$ cat src/rtl/mbx_pkg.sv
package mbx_pkg;
  localparam int ADDR_W  = 8;
  localparam int DATA_W  = 64;
  localparam int HI_W    = 64;
  localparam int LO_W    = 32;
  localparam int MSG_W   = HI_W + LO_W;
  localparam int NFIFO   = 2;
  localparam int NIRQ    = 4;

  // shared registers
  localparam logic [ADDR_W-1:0] A_IRQ_EN  = 8'h48;
  localparam logic [ADDR_W-1:0] A_IRQ_ACK = 8'h4C;

  // per-queue offsets from the queue's control word
  localparam logic [ADDR_W-1:0] OFS_STAGE  = 8'h10;
  localparam logic [ADDR_W-1:0] OFS_COMMIT = 8'h18;
  localparam logic [ADDR_W-1:0] OFS_PEEK   = 8'h20;
  localparam logic [ADDR_W-1:0] OFS_POP    = 8'h28;

  // control word flags
  localparam int BIT_FULL  = 16;
  localparam int BIT_EMPTY = 17;
  localparam int BIT_OVF   = 18;

  // status bit indices: queue f empty = 2f, not empty = 2f+1
  localparam int ST_HELD_W = 5;
  localparam int ST_PTR_W  = 4;

  typedef struct packed {
    logic [6:0]           rsv_hi;
    logic [ST_HELD_W-1:0] held;
    logic [ST_PTR_W-1:0]  room;
    logic [ST_PTR_W-1:0]  rd_ptr;
    logic [ST_PTR_W-1:0]  wr_ptr;
    logic [7:0]           rsv_lo;
    logic [LO_W-1:0]      payload;
  } pop_word_t;

  function automatic logic [ADDR_W-1:0] queue_base(input int f);
    return (f == 0) ? 8'h50 : 8'h80;
  endfunction
endpackage

$ cat src/rtl/mbx_fifo.sv
module mbx_fifo #(
  parameter int DEPTH = 16,
  parameter int WIDTH = 96,
  localparam int PTR_W = (DEPTH > 1) ? $clog2(DEPTH) : 1,
  localparam int CNT_W = $clog2(DEPTH + 1)
) (
  input  logic             clk,
  input  logic             rst_n,
  input  logic             push,
  input  logic [WIDTH-1:0] push_data,
  input  logic             pop,
  input  logic             ovf_clr,
  output logic [WIDTH-1:0] head,
  output logic             full,
  output logic             empty,
  output logic             ovf,
  output logic [CNT_W-1:0] count,
  output logic [PTR_W-1:0] rd_ptr,
  output logic [PTR_W-1:0] wr_ptr
);
  logic [WIDTH-1:0] mem [DEPTH];
  logic do_push, do_pop;

  function automatic logic [PTR_W-1:0] bump(input logic [PTR_W-1:0] p);
    return (p == PTR_W'(DEPTH - 1)) ? '0 : p + 1'b1;
  endfunction

  assign full    = (count == CNT_W'(DEPTH));
  assign empty   = (count == '0);
  assign do_push = push && !full;
  assign do_pop  = pop && !empty;
  assign head    = mem[rd_ptr];

  always_ff @(posedge clk) begin
    if (do_push) mem[wr_ptr] <= push_data;
  end

  always_ff @(posedge clk or negedge rst_n) begin
    if (!rst_n) begin
      rd_ptr <= '0;
      wr_ptr <= '0;
      count  <= '0;
      ovf    <= 1'b0;
    end else begin
      if (do_push) wr_ptr <= bump(wr_ptr);
      if (do_pop)  rd_ptr <= bump(rd_ptr);
      case ({do_push, do_pop})
        2'b10:   count <= count + 1'b1;
        2'b01:   count <= count - 1'b1;
        default: count <= count;
      endcase
      // a dropped commit wins over a clear in the same cycle
      if (push && full)  ovf <= 1'b1;
      else if (ovf_clr)  ovf <= 1'b0;
    end
  end
endmodule

$ cat src/rtl/mbx_irq.sv
module mbx_irq #(
  parameter int N = 4,
  parameter logic [N-1:0] APP_MASK = 4'b1001,
  parameter logic [N-1:0] IOP_MASK = 4'b0110
) (
  input  logic         clk,
  input  logic         rst_n,
  input  logic [N-1:0] cond,
  input  logic         en_we,
  input  logic [N-1:0] en_din,
  input  logic         ack_we,
  input  logic [N-1:0] ack_din,
  output logic [N-1:0] en,
  output logic [N-1:0] latched,
  output logic         irq_app,
  output logic         irq_iop
);
  logic [N-1:0] ack_mask;

  assign ack_mask = ack_we ? ack_din : '0;

  always_ff @(posedge clk or negedge rst_n) begin
    if (!rst_n) begin
      en      <= '0;
      latched <= '0;
    end else begin
      if (en_we) en <= en_din;
      // acknowledge wins for one cycle; a live condition sets the bit again after
      latched <= (latched | cond) & ~ack_mask;
    end
  end

  assign irq_app = |(en & latched & APP_MASK);
  assign irq_iop = |(en & latched & IOP_MASK);
endmodule

$ cat src/rtl/ipc_mailbox.sv
module ipc_mailbox
  import mbx_pkg::*;
#(
  parameter int DEPTH = 16
) (
  input  logic              clk,
  input  logic              rst_n,
  input  logic [ADDR_W-1:0] reg_addr,
  input  logic              reg_wr,
  input  logic [DATA_W-1:0] reg_wdata,
  input  logic              reg_rd,
  output logic [DATA_W-1:0] reg_rdata,
  output logic              irq_app,
  output logic              irq_iop
);
  localparam int PTR_W = (DEPTH > 1) ? $clog2(DEPTH) : 1;
  localparam int CNT_W = $clog2(DEPTH + 1);
  localparam int ROOM_MAX = (1 << ST_PTR_W) - 1;

  logic [NFIFO-1:0] hit_ctrl, hit_stage, hit_commit, hit_peek, hit_pop;
  logic [NFIFO-1:0] f_push, f_pop, f_oclr, f_full, f_empty, f_ovf;
  logic [NFIFO-1:0][CNT_W-1:0] f_cnt;
  logic [NFIFO-1:0][PTR_W-1:0] f_rp, f_wp;
  logic [MSG_W-1:0] f_head [NFIFO];
  logic [NIRQ-1:0]  irq_cond, irq_en, irq_lat;
  logic [DATA_W-1:0] rd_next;

  genvar g;
  generate
    for (g = 0; g < NFIFO; g++) begin : g_queue
      localparam logic [ADDR_W-1:0] BASE = queue_base(g);
      logic [HI_W-1:0] stage_q;

      assign hit_ctrl[g]   = (reg_addr == BASE);
      assign hit_stage[g]  = (reg_addr == BASE + OFS_STAGE);
      assign hit_commit[g] = (reg_addr == BASE + OFS_COMMIT);
      assign hit_peek[g]   = (reg_addr == BASE + OFS_PEEK);
      assign hit_pop[g]    = (reg_addr == BASE + OFS_POP);

      assign f_push[g] = reg_wr && hit_commit[g];
      assign f_pop[g]  = reg_rd && hit_pop[g];
      assign f_oclr[g] = reg_wr && hit_ctrl[g] && reg_wdata[BIT_OVF];

      always_ff @(posedge clk or negedge rst_n) begin
        if (!rst_n)                     stage_q <= '0;
        else if (reg_wr && hit_stage[g]) stage_q <= reg_wdata[HI_W-1:0];
      end

      mbx_fifo #(.DEPTH(DEPTH), .WIDTH(MSG_W)) u_fifo (
        .clk       (clk),
        .rst_n     (rst_n),
        .push      (f_push[g]),
        .push_data ({stage_q, reg_wdata[LO_W-1:0]}),
        .pop       (f_pop[g]),
        .ovf_clr   (f_oclr[g]),
        .head      (f_head[g]),
        .full      (f_full[g]),
        .empty     (f_empty[g]),
        .ovf       (f_ovf[g]),
        .count     (f_cnt[g]),
        .rd_ptr    (f_rp[g]),
        .wr_ptr    (f_wp[g])
      );

      assign irq_cond[2*g]   = f_empty[g];
      assign irq_cond[2*g+1] = !f_empty[g];
    end
  endgenerate

  mbx_irq #(.N(NIRQ)) u_irq (
    .clk     (clk),
    .rst_n   (rst_n),
    .cond    (irq_cond),
    .en_we   (reg_wr && reg_addr == A_IRQ_EN),
    .en_din  (reg_wdata[NIRQ-1:0]),
    .ack_we  (reg_wr && reg_addr == A_IRQ_ACK),
    .ack_din (reg_wdata[NIRQ-1:0]),
    .en      (irq_en),
    .latched (irq_lat),
    .irq_app (irq_app),
    .irq_iop (irq_iop)
  );

  function automatic logic [ST_PTR_W-1:0] room_of(input logic [CNT_W-1:0] c);
    int r;
    r = DEPTH - int'(c);
    return (r > ROOM_MAX) ? ST_PTR_W'(ROOM_MAX) : ST_PTR_W'(r);
  endfunction

  always_comb begin
    pop_word_t pw;
    rd_next = '0;
    pw      = '0;
    if (reg_addr == A_IRQ_EN)  rd_next[NIRQ-1:0] = irq_en;
    if (reg_addr == A_IRQ_ACK) rd_next[NIRQ-1:0] = irq_lat;
    for (int f = 0; f < NFIFO; f++) begin
      if (hit_ctrl[f]) begin
        rd_next[BIT_FULL]  = f_full[f];
        rd_next[BIT_EMPTY] = f_empty[f];
        rd_next[BIT_OVF]   = f_ovf[f];
      end
      if (hit_peek[f] && !f_empty[f]) rd_next = f_head[f][MSG_W-1:LO_W];
      if (hit_pop[f] && !f_empty[f]) begin
        pw.held    = ST_HELD_W'(f_cnt[f]);
        pw.room    = room_of(f_cnt[f]);
        pw.rd_ptr  = ST_PTR_W'(f_rp[f]);
        pw.wr_ptr  = ST_PTR_W'(f_wp[f]);
        pw.payload = f_head[f][LO_W-1:0];
        rd_next    = pw;
      end
    end
  end

  always_ff @(posedge clk or negedge rst_n) begin
    if (!rst_n)      reg_rdata <= '0;
    else if (reg_rd) reg_rdata <= rd_next;
  end
endmodule

$ cat config.mk
export PLATFORM = sky130hd
export DESIGN_NAME = ipc_mailbox
export DESIGN_NICKNAME = d
export VERILOG_FILES = /design/src/rtl/mbx_pkg.sv /design/src/rtl/mbx_fifo.sv /design/src/rtl/mbx_irq.sv /design/src/rtl/ipc_mailbox.sv
export SDC_FILE = /design/constraint.sdc
export NUM_CORES = 2
export LEC_CHECK = 0
export BUFFER_PORTS_ARGS = -buffer_cell sky130_fd_sc_hd__clkbuf_2
export CAP_MARGIN = 20
export CORE_ASPECT_RATIO = 1.4
export CORE_MARGIN = 4
export CORE_UTILIZATION = 40
export CTS_BUF_LIST = sky130_fd_sc_hd__clkbuf_8
export CTS_CLUSTER_SIZE = 8
export DETAILED_ROUTE_END_ITERATION = 7
export PLACE_DENSITY = 0.51
export SETUP_SLACK_MARGIN = 0.15
export SYNTH_ARGS = -nofsm -noshare
export SYNTH_HDL_FRONTEND = slang
export SYNTH_HIERARCHICAL = 1
export SYNTH_SLANG_ARGS = --single-unit
$ cat constraint.sdc
create_clock -name clk -period 12.12 [get_ports clk]
set_clock_uncertainty 0.1 [all_clocks]
set_input_delay 1.212 -clock clk [delete_from_list [all_inputs] [get_ports clk]]
set_output_delay 1.212 -clock clk [all_outputs]
set_load 0.01 [all_outputs]
==> metrics.yaml <==
worst_setup_path:
  end_kind: "flop"
  crit_cells: 10
  critPathMostFrequentCell: "sky130_fd_sc_hd__buf_4"
  worstPathBufferInverterCount: 4
  critPathRequiredTime_ps: 12630
  critical_path_class: "primary input to flop"
  timing.critical_path.slowest_stage_cell: "sky130_fd_sc_hd__nor2_4"
  arrival_ps: 6350
  cp_slowest_stage_delay_ps: 860
  path_cells: "clkbuf_2 > nor4b_4 > nand2_1 > nor2_1 > a21boi_0 > buf_4 > nand2_1 > nor2_4 > buf_4 > buf_4"
  critical_path.top_delay_family: "buffers and inverters"
  setup.reg_to_reg.worst_slack_ps: 7230
  timing.reg2reg.worst_path_depth: 9
  crit_fanout: 36
  start_kind: "primary input"
detailed_routing:
  post_drt_via_cell_ratio: 5.798
  drt.antenna.violating_nets: 0
  route.detailed.wl_per_inst_um: 33.49
  dr.first_iter.drc_count: 5615
  postRouteWirelength_mm: 377.5
  detail_route.drc_violations: 0
  drt_pass1_iterations: 5
  route.vias.total: 65360
synthesis:
  synth.distinct_cells: 68
  synth_enable_flop_cells: 3072
  postSynthCellCount: 6213
  syn-cell-area_um2: 128700
  synthFlopType: "sky130_fd_sc_hd__edfxtp_1"
  ys_warn_count: 6
  yosysSeqAreaShare_pct: 76.13
  synth-seq-cells: 3300
  postSynthAreaPerCell_um2: 20.71
  synth_fp_nets: 6311
  async_reset_ff_share_pct: 6.909
placement:
  finalWeightedCongestion: 0.8069
  buffer_ports.inserted: 141
  dpl_worst_slack_ps: 5350
  numPlacedInstances: 10360
  place.detailed.hpwl_mm: 211.6
cts:
  post_cts.repair.setup_buffers: 0
  clock-sinks: 3300
  cts_max_path_buffers: 4
  clock-root-buffer: "sky130_fd_sc_hd__clkbuf_8"
  num_cts_buffers: 528
  cts_max_level: 6
  postCtsHoldBufs: 0
  tritoncts_clock_tree: "built"
  cts-resized-gates: 0
  worst_setup_hold_path_clk_slew_ps: 60
  clkLatencyLatePin_ps: 1010
sta:
  max_slew.worst_pin.slew_ps: 1159
  finalHoldViolations: 0
  slew_viol_final: 0
  finalSetupViolations: 0
  fmax_mhz: 171.1
  finalCriticalPeriod_ps: 5844
  sum_of_negative_setup_slack_ps: 0
  timing.final.crit_share_pct: 48.22
  rsz_0062_raised_after_global_routing: "no"
  max-slew-margin-rel_pct: 22.70
  worst_path_setup_slack_after_routing_ps: 6276
  hold_slack_ps: 107.8
final_layout:
  final_layout_size_suffix_gt1_share_pct: 23.88
  regArea_um2: 97980
  num-nets-final: 6769
  layout.filler_cells: 27190
  area.growth.synth_to_final_pct: 11.66
  multiInputGateArea_um2: 28810
  final-instance-count-excl-fill: 11270
global_routing:
  pin_count_of_the_biggest_net_entering_global_routing: 117
  antenna_found_initial: 29
  wire_length_of_the_first_global_routing_pass_mm: 529.5
  globalRoute.totalOverflow: 0
  via_count_of_the_first_global_routing_pass: 68310
  global_route_total_usage_across_every_layer_pct: 22.51
floorplanning:
  die_width_um: 487.3
  floorplan.die_area_um2: 330900
  die-height_um: 679.1
  num_rows: 246
  boundaryPins: 142
  floorplan.core_area_um2: 320400
  initial_core_util_pct: 40.16
power:
  p_leak_nw: 45.40
  irDropWorstVdd_mv: 0.07452
  p_per_area_nw_per_um2: 149.9
  fin_total_pwr_mw: 21.54
run_status:
  run_status: "complete, no violations"
run:
  timing.max_cap.violations: 0
min_path:
  timing.hold.worst.class: "primary input to async pin"
where the power goes:
part / total [mW] / switching [mW] / leakage (nW) / internal (mW)
clock network: 8.63 / 4.28 / 5.67 / 4.36
registers: 12.6 / 0.129 / 31.6 / 12.5
logic: 0.301 / 0.214 / 8.11 / 0.0866
path summary, 6_finish.rpt:
kind	startpoint	endpoint
worst max register to register	g_queue[1].u_fifo/rd_ptr[0]	reg_rdata[31]
max in group asynchronous	rst_n	reg_rdata[7]
worst max-delay path	reg_addr[3]	g_queue[0].u_fifo/mem[4][32]
min in group clk	reg_wdata[32]	g_queue[0].stage_q[32]
worst min-delay path	rst_n	g_queue[0].stage_q[33]
worst min register to register	reg_rdata[37]	reg_rdata[37]
logic make-up (layout without fill, tap and decap cells):
family	after synthesis	after routing	share of synthesized area, %
compound gates	886	886	4.738
xor+xnor	14	14	0.09530
fa+ha+maj	22	22	0.2256
buf+inv	398	1232	1.700
flops	3300	3300	76.13
mux	1301	1301	16.03
other cells	0	10	0
simple gates	292	292	1.078
per-stage QoR:
stage / area (um2) / utilization [%]
floorplan: 128700 / -
global placement: 134200 / 41.89
detailed placement: 134300 / 41.91
CTS: 143600 / 44.81
global route: 143600 / 44.83
finish: 143700 / 44.84
per-layer routing:
metal  wire length (um)  part of all wire, %  vias to the layer above  track usage [%]
met4              11160                  3.0                       22            6.499
li1                   -                    -                    26920                -
met3              24050                  6.4                      586            4.244
met2             190400                   50                     2138            38.48
met1             151700                   40                    35700            29.37
met5                140                0.037                        -                0
worst reg2reg max path, cell delays in order, from the launching register on:
cell	delay, ps
sky130_fd_sc_hd__dfrtp_4	820
sky130_fd_sc_hd__buf_4	680
sky130_fd_sc_hd__buf_4	830
sky130_fd_sc_hd__buf_4	660
sky130_fd_sc_hd__mux4_2	570
sky130_fd_sc_hd__a32oi_1	200
sky130_fd_sc_hd__o21ai_1	130
sky130_fd_sc_hd__a22oi_1	470
sky130_fd_sc_hd__nor2_1	100
sky130_fd_sc_hd__o21a_1	210
flip-flops by register name (all words and copies together) (netlist names):
name and count:
g_queue.stage_q 128, g_queue.u_fifo/count 10, u_irq/en 4, reg_rdata 64
u_irq/latched 4, g_queue.u_fifo/wr_ptr 8, g_queue.u_fifo/ovf 2, g_queue.u_fifo/mem 3072
g_queue.u_fifo/rd_ptr 8
layout make-up:
class,count,area share (%)
Clock buffer,572,5.480
Timing Repair Buffer,305,1.527
Clock inverter,334,0.9911
Inverter,21,0.06184
Multi-Input combinational cell,2515,20.05
Antenna cell,10,0.01742
Sequential cell,3300,68.20
Tap cell,4216,3.672
layout by cell type, fill, tap and decap left out, types with 12 or more instances in the layout:
cell / n
sky130_fd_sc_hd__edfxtp_1: 3072
sky130_fd_sc_hd__mux2i_1: 586
sky130_fd_sc_hd__mux4_2: 576
sky130_fd_sc_hd__clkbuf_8: 572
sky130_fd_sc_hd__inv_1: 283
sky130_fd_sc_hd__a22oi_1: 239
sky130_fd_sc_hd__dfrtp_1: 222
sky130_fd_sc_hd__a32oi_1: 193
sky130_fd_sc_hd__o21ai_1: 191
sky130_fd_sc_hd__buf_4: 146
sky130_fd_sc_hd__clkbuf_2: 139
sky130_fd_sc_hd__nor2_1: 125
sky130_fd_sc_hd__a21oi_1: 85
sky130_fd_sc_hd__mux2_2: 67
sky130_fd_sc_hd__mux2_4: 60
sky130_fd_sc_hd__o21ai_0: 58
sky130_fd_sc_hd__nand2_1: 50
sky130_fd_sc_hd__clkinv_1: 30
sky130_fd_sc_hd__nor2_4: 28
sky130_fd_sc_hd__o21a_1: 27
sky130_fd_sc_hd__ha_1: 20
sky130_fd_sc_hd__clkinvlp_4: 20
sky130_fd_sc_hd__o2bb2ai_1: 18
sky130_fd_sc_hd__buf_12: 16
sky130_fd_sc_hd__nor2b_1: 14
sky130_fd_sc_hd__mux2_1: 12
sky130_fd_sc_hd__xnor2_1: 12
sky130_fd_sc_hd__clkinv_2: 12
cell usage after synthesis (52+ instances only):
library cell	n	share of area, %
sky130_fd_sc_hd__a21oi_1	85	0.33
sky130_fd_sc_hd__a22oi_1	239	1.4
sky130_fd_sc_hd__a32oi_1	193	1.3
sky130_fd_sc_hd__buf_2	116	0.45
sky130_fd_sc_hd__buf_4	52	0.30
sky130_fd_sc_hd__clkbuf_1	151	0.44
sky130_fd_sc_hd__dfrtp_1	228	4.4
sky130_fd_sc_hd__edfxtp_1	3072	72
sky130_fd_sc_hd__mux2_2	67	0.59
sky130_fd_sc_hd__mux2_4	60	0.70
sky130_fd_sc_hd__mux2i_1	586	4.6
sky130_fd_sc_hd__mux4_2	576	10
sky130_fd_sc_hd__nand2_1	52	0.15
sky130_fd_sc_hd__nor2_1	151	0.44
sky130_fd_sc_hd__o21ai_0	58	0.23
sky130_fd_sc_hd__o21ai_1	192	0.75
No activity file was read; power rests on OpenSTA's default activity.
